[src/rtl/rxq_pkg.sv]
package rxq_pkg;
    localparam int WORD_W  = 12;
    localparam int ERR_LSB = 8;
    localparam int ERR_W   = WORD_W - ERR_LSB;
    localparam int BRK_IDX = 2;

    typedef logic [WORD_W-1:0] rx_word_t;
    typedef logic [ERR_W-1:0]  rx_err_t;

    localparam rx_word_t BREAK_WORD = rx_word_t'(1) << (ERR_LSB + BRK_IDX);
endpackage

[src/rtl/rxq_store.sv]
module rxq_store
    import rxq_pkg::*;
#(
    parameter int DEPTH = 16,
    localparam int PTR_W = $clog2(DEPTH)
) (
    input  logic             clk,
    input  logic             rst_n,
    input  logic             wr_en_i,
    input  logic [PTR_W-1:0] wr_ptr_i,
    input  rx_word_t         wr_word_i,
    input  logic [PTR_W-1:0] rd_ptr_i,
    output rx_word_t         rd_word_o
);
    rx_word_t   mem_d [DEPTH];
    rx_word_t   mem_q [DEPTH];
    logic [DEPTH-1:0] slot_we;

    for (genvar g = 0; g < DEPTH; g++) begin : g_slot
        assign slot_we[g] = wr_en_i && (wr_ptr_i == PTR_W'(g));
    end

    always_comb begin
        for (int i = 0; i < DEPTH; i++) begin
            mem_d[i] = slot_we[i] ? wr_word_i : mem_q[i];
        end
    end

    always_ff @(posedge clk or negedge rst_n) begin
        if (!rst_n) begin
            for (int i = 0; i < DEPTH; i++) mem_q[i] <= '0;
        end else begin
            for (int i = 0; i < DEPTH; i++) mem_q[i] <= mem_d[i];
        end
    end

    assign rd_word_o = mem_q[rd_ptr_i];
endmodule

[src/rtl/rxq_ctrl.sv]
module rxq_ctrl #(
    parameter int DEPTH = 16,
    parameter int TRIG  = 1,
    localparam int PTR_W = $clog2(DEPTH),
    localparam int CNT_W = $clog2(DEPTH + 1)
) (
    input  logic             clk,
    input  logic             rst_n,
    input  logic             fifo_mode_i,
    input  logic             push_i,
    input  logic             pop_i,
    output logic [PTR_W-1:0] rd_ptr_o,
    output logic [PTR_W-1:0] wr_ptr_o,
    output logic             wr_en_o,
    output logic             empty_o,
    output logic             full_o,
    output logic             space_o,
    output logic             irq_o
);
    typedef struct packed {
        logic [PTR_W-1:0] rd;
        logic [CNT_W-1:0] cnt;
        logic             empty;
        logic             full;
        logic             irq;
        logic             mode;
    } ctl_t;

    ctl_t             st_d, st_q;
    logic [CNT_W-1:0] depth;
    logic [PTR_W-1:0] mask;
    logic [CNT_W-1:0] cnt_mid;
    logic             flush, pop_eff, push_eff;

    assign depth = st_q.mode ? CNT_W'(DEPTH) : CNT_W'(1);
    assign mask  = st_q.mode ? PTR_W'(DEPTH - 1) : '0;

    always_comb begin
        st_d     = st_q;
        st_d.mode = fifo_mode_i;
        flush    = (fifo_mode_i != st_q.mode);
        pop_eff  = pop_i && (st_q.cnt != '0);
        push_eff = push_i && !flush && ((st_q.cnt != depth) || pop_eff);
        wr_ptr_o = (st_q.rd + st_q.cnt[PTR_W-1:0]) & mask;
        cnt_mid  = st_q.cnt - CNT_W'(pop_eff);
        if (pop_eff) begin
            st_d.rd = (st_q.rd + PTR_W'(1)) & mask;
        end
        if (pop_i && ((cnt_mid + CNT_W'(1)) == CNT_W'(TRIG))) begin
            st_d.irq = 1'b0;
        end
        st_d.cnt = cnt_mid + CNT_W'(push_eff);
        if (push_eff && (st_d.cnt == CNT_W'(TRIG))) begin
            st_d.irq = 1'b1;
        end
        if (flush) begin
            st_d.rd  = '0;
            st_d.cnt = '0;
            st_d.irq = st_q.irq;
        end
        st_d.empty = (st_d.cnt == '0);
        st_d.full  = (st_d.cnt == depth);
    end

    always_ff @(posedge clk or negedge rst_n) begin
        if (!rst_n) begin
            st_q <= '{rd: '0, cnt: '0, empty: 1'b1, full: 1'b0, irq: 1'b0, mode: 1'b0};
        end else begin
            st_q <= st_d;
        end
    end

    assign rd_ptr_o = st_q.rd;
    assign wr_en_o  = push_eff;
    assign empty_o  = st_q.empty;
    assign full_o   = st_q.full;
    assign space_o  = (st_q.cnt < depth);
    assign irq_o    = st_q.irq;
endmodule

[src/rtl/rxq_status.sv]
module rxq_status
    import rxq_pkg::*;
(
    input  logic    clk,
    input  logic    rst_n,
    input  logic    pop_i,
    input  rx_err_t pop_err_i,
    input  logic    brk_set_i,
    input  logic    clr_i,
    output rx_err_t status_o
);
    rx_err_t status_d, status_q;

    always_comb begin
        status_d = status_q;
        if (clr_i)     status_d = '0;
        if (pop_i)     status_d = pop_err_i;
        if (brk_set_i) status_d[BRK_IDX] = 1'b1;
    end

    always_ff @(posedge clk or negedge rst_n) begin
        if (!rst_n) status_q <= '0;
        else        status_q <= status_d;
    end

    assign status_o = status_q;
endmodule

[src/rtl/rx_word_fifo.sv]
module rx_word_fifo
    import rxq_pkg::*;
#(
    parameter int DEPTH = 16,
    localparam int PTR_W = $clog2(DEPTH)
) (
    input  logic              clk,
    input  logic              rst_n,
    input  logic              fifo_mode_i,
    input  logic              loop_en_i,
    input  logic              rx_valid_i,
    input  logic [WORD_W-1:0] rx_word_i,
    input  logic              lb_valid_i,
    input  logic [WORD_W-1:0] lb_word_i,
    input  logic              brk_i,
    input  logic              pop_i,
    input  logic              status_clr_i,
    output logic [WORD_W-1:0] pop_word_o,
    output logic [ERR_W-1:0]  status_o,
    output logic              empty_o,
    output logic              full_o,
    output logic              space_o,
    output logic              rx_irq_o
);
    localparam int TRIG_LEVEL = 1;

    logic             push_req, brk_push, wr_en;
    rx_word_t         push_word;
    logic [PTR_W-1:0] rd_ptr, wr_ptr;

    assign brk_push = brk_i && !fifo_mode_i;

    always_comb begin
        if (brk_push) begin
            push_req  = 1'b1;
            push_word = BREAK_WORD;
        end else if (loop_en_i) begin
            push_req  = lb_valid_i;
            push_word = lb_word_i;
        end else begin
            push_req  = rx_valid_i;
            push_word = rx_word_i;
        end
    end

    rxq_ctrl #(.DEPTH(DEPTH), .TRIG(TRIG_LEVEL)) i_ctrl (
        .clk         (clk),
        .rst_n       (rst_n),
        .fifo_mode_i (fifo_mode_i),
        .push_i      (push_req),
        .pop_i       (pop_i),
        .rd_ptr_o    (rd_ptr),
        .wr_ptr_o    (wr_ptr),
        .wr_en_o     (wr_en),
        .empty_o     (empty_o),
        .full_o      (full_o),
        .space_o     (space_o),
        .irq_o       (rx_irq_o)
    );

    rxq_store #(.DEPTH(DEPTH)) i_store (
        .clk       (clk),
        .rst_n     (rst_n),
        .wr_en_i   (wr_en),
        .wr_ptr_i  (wr_ptr),
        .wr_word_i (push_word),
        .rd_ptr_i  (rd_ptr),
        .rd_word_o (pop_word_o)
    );

    rxq_status i_status (
        .clk       (clk),
        .rst_n     (rst_n),
        .pop_i     (pop_i),
        .pop_err_i (pop_word_o[WORD_W-1:ERR_LSB]),
        .brk_set_i (brk_push),
        .clr_i     (status_clr_i),
        .status_o  (status_o)
    );
endmodule

[config.mk]
export PLATFORM = sky130hd
export DESIGN_NAME = rx_word_fifo
export DESIGN_NICKNAME = d
export VERILOG_FILES = /design/src/rtl/rxq_pkg.sv /design/src/rtl/rxq_store.sv /design/src/rtl/rxq_ctrl.sv /design/src/rtl/rxq_status.sv /design/src/rtl/rx_word_fifo.sv
export SDC_FILE = /design/constraint.sdc
export NUM_CORES = 1
export LEC_CHECK = 0
export ABC_CLOCK_PERIOD_IN_PS = 4100
export BUFFER_PORTS_ARGS = -buffer_cell sky130_fd_sc_hd__buf_2
export CELL_PAD_IN_SITES_DETAIL_PLACEMENT = 0
export CELL_PAD_IN_SITES_GLOBAL_PLACEMENT = 2
export CORE_ASPECT_RATIO = 0.8
export CORE_MARGIN = 2
export CORE_UTILIZATION = 45
export DETAILED_ROUTE_END_ITERATION = 8
export HOLD_SLACK_MARGIN = 0.12
export PLACE_DENSITY = 0.82
export SLEW_MARGIN = 20
export SYNTH_ARGS = -nofsm -noshare
export SYNTH_HDL_FRONTEND = slang
export SYNTH_HIERARCHICAL = 1
export SYNTH_SLANG_ARGS = --single-unit
export TNS_END_PERCENT = 1
[constraint.sdc]
create_clock -name clk -period 4.1 [get_ports clk]
set_clock_uncertainty 0.05 [all_clocks]
set_input_delay 0.205 -clock clk [delete_from_list [all_inputs] [get_ports clk]]
set_output_delay 0.205 -clock clk [all_outputs]
set_load 0.01 [all_outputs]
==> metrics.md <==
| Metric | Value |
|---|---|
| Fmax | between 200 and 300 MHz |
| YS warnings | 6 |
| Mapped Cells | 700 |
| Distinct cells, synth | 57 |
| Finished Layout Cells | around 1,100 |
| CP max stage cell | nor3_1 |
| Relative slew slack | 27.94% |
| Pint | 4840 uW |
| CP peak stage delay | between 0.5 and 0.6 ns |
| Clk_lat worst skew | 0.50 ns |
| Placed Cells | between 1,000 and 1,500 |
| Row Count | 49 |
| Mux contribution to synthesized area | 33.74% |
| Final WL | roughly 25 mm |
| CP Class | flop to flop |
| Die width | 172.9 um |
| R2r setup slk | between 0.5 and 0.6 ns |
| Post-synthesis compound-gate area fraction | under 10% |
| Final hold violation count | 0 |
| Post-synthesis sequential area ratio | between 50% and 60% |
| GRT Util Overall | 21.21% |
| Fillers | approximately 1,900 |
| Pre-CTS setup slack | ~0.65 ns |
| Largest family of logic cells by synthesized area | multiplexers |
| Mapped Nets | roughly 740 |
| Routed Antenna Nets | 0 |
| Post-CTS setup buffer count | 0 |
| Post-synth ARST share | 100.0% |
| RSZ-0062 raised after global routing | false |
| Initial Util | between 40 and 50% |
| Top cell type's share of synthesized area | 50.67% |
| Area taken by multi-input logic gates | between 4000 and 5000 um^2 |
| Initial DRC Count | between 400 and 500 |
| Syn Std Cell Area | ~10,000 um^2 |
| CTS Sinks | between 200 and 250 |
| Max-slew violations | 0 |
| Worst setup margin | roughly 0.58 ns |
| Pwr dens | 588.8 nW/um^2 |
| Die area | around 24,000 um^2 |
| Hpwl dp | approximately 16 mm |
| Register Area | between 5000 and 6000 um^2 |
| Vias post-DR | around 6,200 |
| Max Cap Viol | 0 |
| Status | finished, final reports clean |
| Simple-Gate Fraction of Synth Area | about 5.2% |
| Cell Chain, Critical Path | nor3_1 -> a21boi_2 -> ha_1 -> ha_1 -> inv_1 -> ha_1 -> nand2b_1 -> a31oi_2 -> xor2_2 -> or3_1 -> a21oi_2 |
| Largest area contributor in the netlist | dfrtp_1 |
| Synth Area in XOR/XNOR | 1.011% |
| Share of cells above drive strength 1 | 48.30% |
| Detailed Routing Iterations Pass 1 | 4 |
| Core box area | between 20,000 and 25,000 um^2 |
| # setup viols final | 0 |
| Startpoint types | flop |
| Switching share of power | between 20% and 30% |
| Yosys reg bits | approximately 210 |
| First-pass GRT wire length | 39.48 mm |
| Crit path time final | around 3.5 ns |
| Share of total power in combinational logic | 28.4% |
| GRT overflow | 0 |
| Drt wl/cell | between 20 and 25 um |
| Root buffer cell | clkbuf_16 |
| Synth top area cells | dfrtp_1 (51%), mux2_2 (18%), mux4_2 (11%) |
| Nature of the critical path endpoint | flop |
| HP Class | input port to async pin |
| Clock slew seen by the registers of the worst setup and hold paths | approximately 0.06 ns |
| Placer Congestion | between 0.8 and 0.9 |
| Critical Path RT | about 4.5 ns |
| Post-route fraction of the period consumed by the critical path | a little under nine tenths |
| Syn avg cell area | 14.67 um^2 |
| H-tree depth | 1 |
| Seq pwr share | 41.0% |
| Most frequent CP cell | ha_1 |
| Pin count of the biggest net entering global routing | 90 |
| Area Growth Syn to Fin | 12.87% |
| Post-synth top flop | dfrtp_1 |
| Arr. time, crit path | around 4 ns |
| Slew at the pin closest to its max-slew limit | 1.077 ns |
| Initial antenna violation count | 0 |
| Synth Area in Adders | about 1.4% |
| Antenna Cells | 0 |
| P_sw | between 1500 and 2000 uW |
| Final net count | just under 800 |
| IO Pins | 53 |
| Vias in the first global route | between 6,000 and 7,000 |
| TritonCTS clock tree | done |
| DRC | 0 |
| IR drop worst, VDD | around 0.00028 V |
| Post-synth EDFFs | 0 |
| IO buf count | 52 |
| Crit Path Max Fanout | 12 |
| Clk buf depth | 3 |
| CTS Buf Count | 23 |
| Leak | approximately 0.0055 uW |
| Die extent in y | about 140 um |
| Clock share of power | a little under a third |
| Post-route setup TNS | 0 ns |
| Final Core Density | between 50% and 60% |
| Via density | slightly below 6 |
==> final timing paths <==
path / startpoint / to / cells after the start
setup reg to reg: i_ctrl/st_q[6] / i_ctrl/full_o / 11
min in group clk: brk_i / i_status/status_o[2] / 4
max in group asynchronous: rst_n / i_store/mem_q[123] / 3
setup / recovery: i_ctrl/st_q[6] / i_ctrl/full_o / 11
hold / removal: rst_n / i_store/mem_q[119] / 2
hold reg to reg: i_store/mem_q[163] / i_store/mem_q[163] / 1
==> metal layers <==
layer | up-vias | global-route usage [%] | routed length (um)
met5 | - | 0 | 0
met4 | 0 | 4.416 | 432
met3 | 34 | 4.194 | 1430
met2 | 161 | 34.00 | 11890
met1 | 3307 | 30.28 | 11300
li1 | 2673 | - | -
==> sequential cells by signal, indices dropped and copies added (netlist names) <==
name and count:
i_ctrl/full_o 1, i_ctrl/irq_o 1, i_ctrl/st_q 6, i_status/status_o 4, i_ctrl/rd_ptr_o 4, i_ctrl/empty_o 1, i_store/mem_q 192
==> layout by cell type (no fill, tap or decap), types with 3 or more instances in the layout <==
cell type,instances
dfrtp_1,206
mux2_2,162
buf_2,51
mux4_2,48
nor2_1,32
mux2_4,30
a22oi_1,24
clkbuf_16,23
buf_4,21
nand2_1,20
mux2i_1,11
ha_1,10
clkbuf_8,8
inv_1,8
nor2b_1,6
clkbuf_1,6
o21ai_0,6
nand3b_1,6
nand3_1,6
xnor2_1,5
xor2_1,5
dlygate4sd3_1,4
nand2b_1,4
and2_1,4
nor3_1,3
a21oi_1,3
a22o_2,3
==> cell families after synthesis <==
group           Yosys count
flops                   209
compound gates           54
mux                     251
fa+ha+maj                11
buf+inv                  63
simple gates            101
xor+xnor                 11
==> power by group through the flow <==
| stage | Clock [uW] | Sequential [uW] | Combinational, uW |
|---|---|---|---|
| 6_report | 2090 | 2800 | 1940 |
| 5_1_grt | 2230 | 2860 | 2100 |
| 4_1_cts | 2140 | 2790 | 1950 |
| 3_5_place_dp | 0 | 2830 | 1940 |
| 3_3_place_gp | 0 | 2780 | 1890 |
| 2_1_floorplan | 0 | 2730 | 1510 |
==> cells in the mapped netlist (all sizes together) (3+ instances only) <==
cell and number:
dfrtp 208, clkbuf 19, nor3 3, nand2b 5
xor2 6, xnor2 5, nor2 34, o21ai 8
ha 10, nand2 20, a21oi 4, nor2b 8
nor3b 3, mux4 48, a22oi 24, mux2 192
or3 4, and2 4, mux2i 11, inv 8
nand3b 6, nand3 6, buf 36, a22o 3
==> worst max-delay path, delay by kind of cell, from the launching register on <==
family	cells	cell delay, ns
compound gates	3	0.59
flops	1	0.52
fa+ha+maj	3	0.97
buf+inv	1	0.06
xor+xnor	1	0.13
simple gates	3	1.13
==> cell type report <==
| class | count | area share, % |
|---|---|---|
| Sequential cell | 209 | 45.16 |
| Multi-Input combinational cell | 428 | 40.36 |
| Clock inverter | 4 | 0.6367 |
| Tap cell | 306 | 3.302 |
| Inverter | 8 | 0.2590 |
| Timing Repair Buffer | 79 | 4.295 |
| Clock buffer | 36 | 5.989 |
==> what timing repair did <==
item | CTS | global route
gates resized for setup | 0 | 0
hold buffers | 4 | 0
hold endpoints to repair | 95 | 0
==> through the flow <==
stage | cell area, um^2 | hold WS (ns) | total power (uW)
floorplan | 10270 | -0.1406 | 4237
global placement | 10780 | 0.2512 | 4675
detailed placement | 10780 | 0.2665 | 4768
CTS | 11590 | 0.2907 | 6888
global route | 11590 | 0.3365 | 7188
finish | 11590 | 0.2503 | 6827
Power figures use the tool's default switching activity.
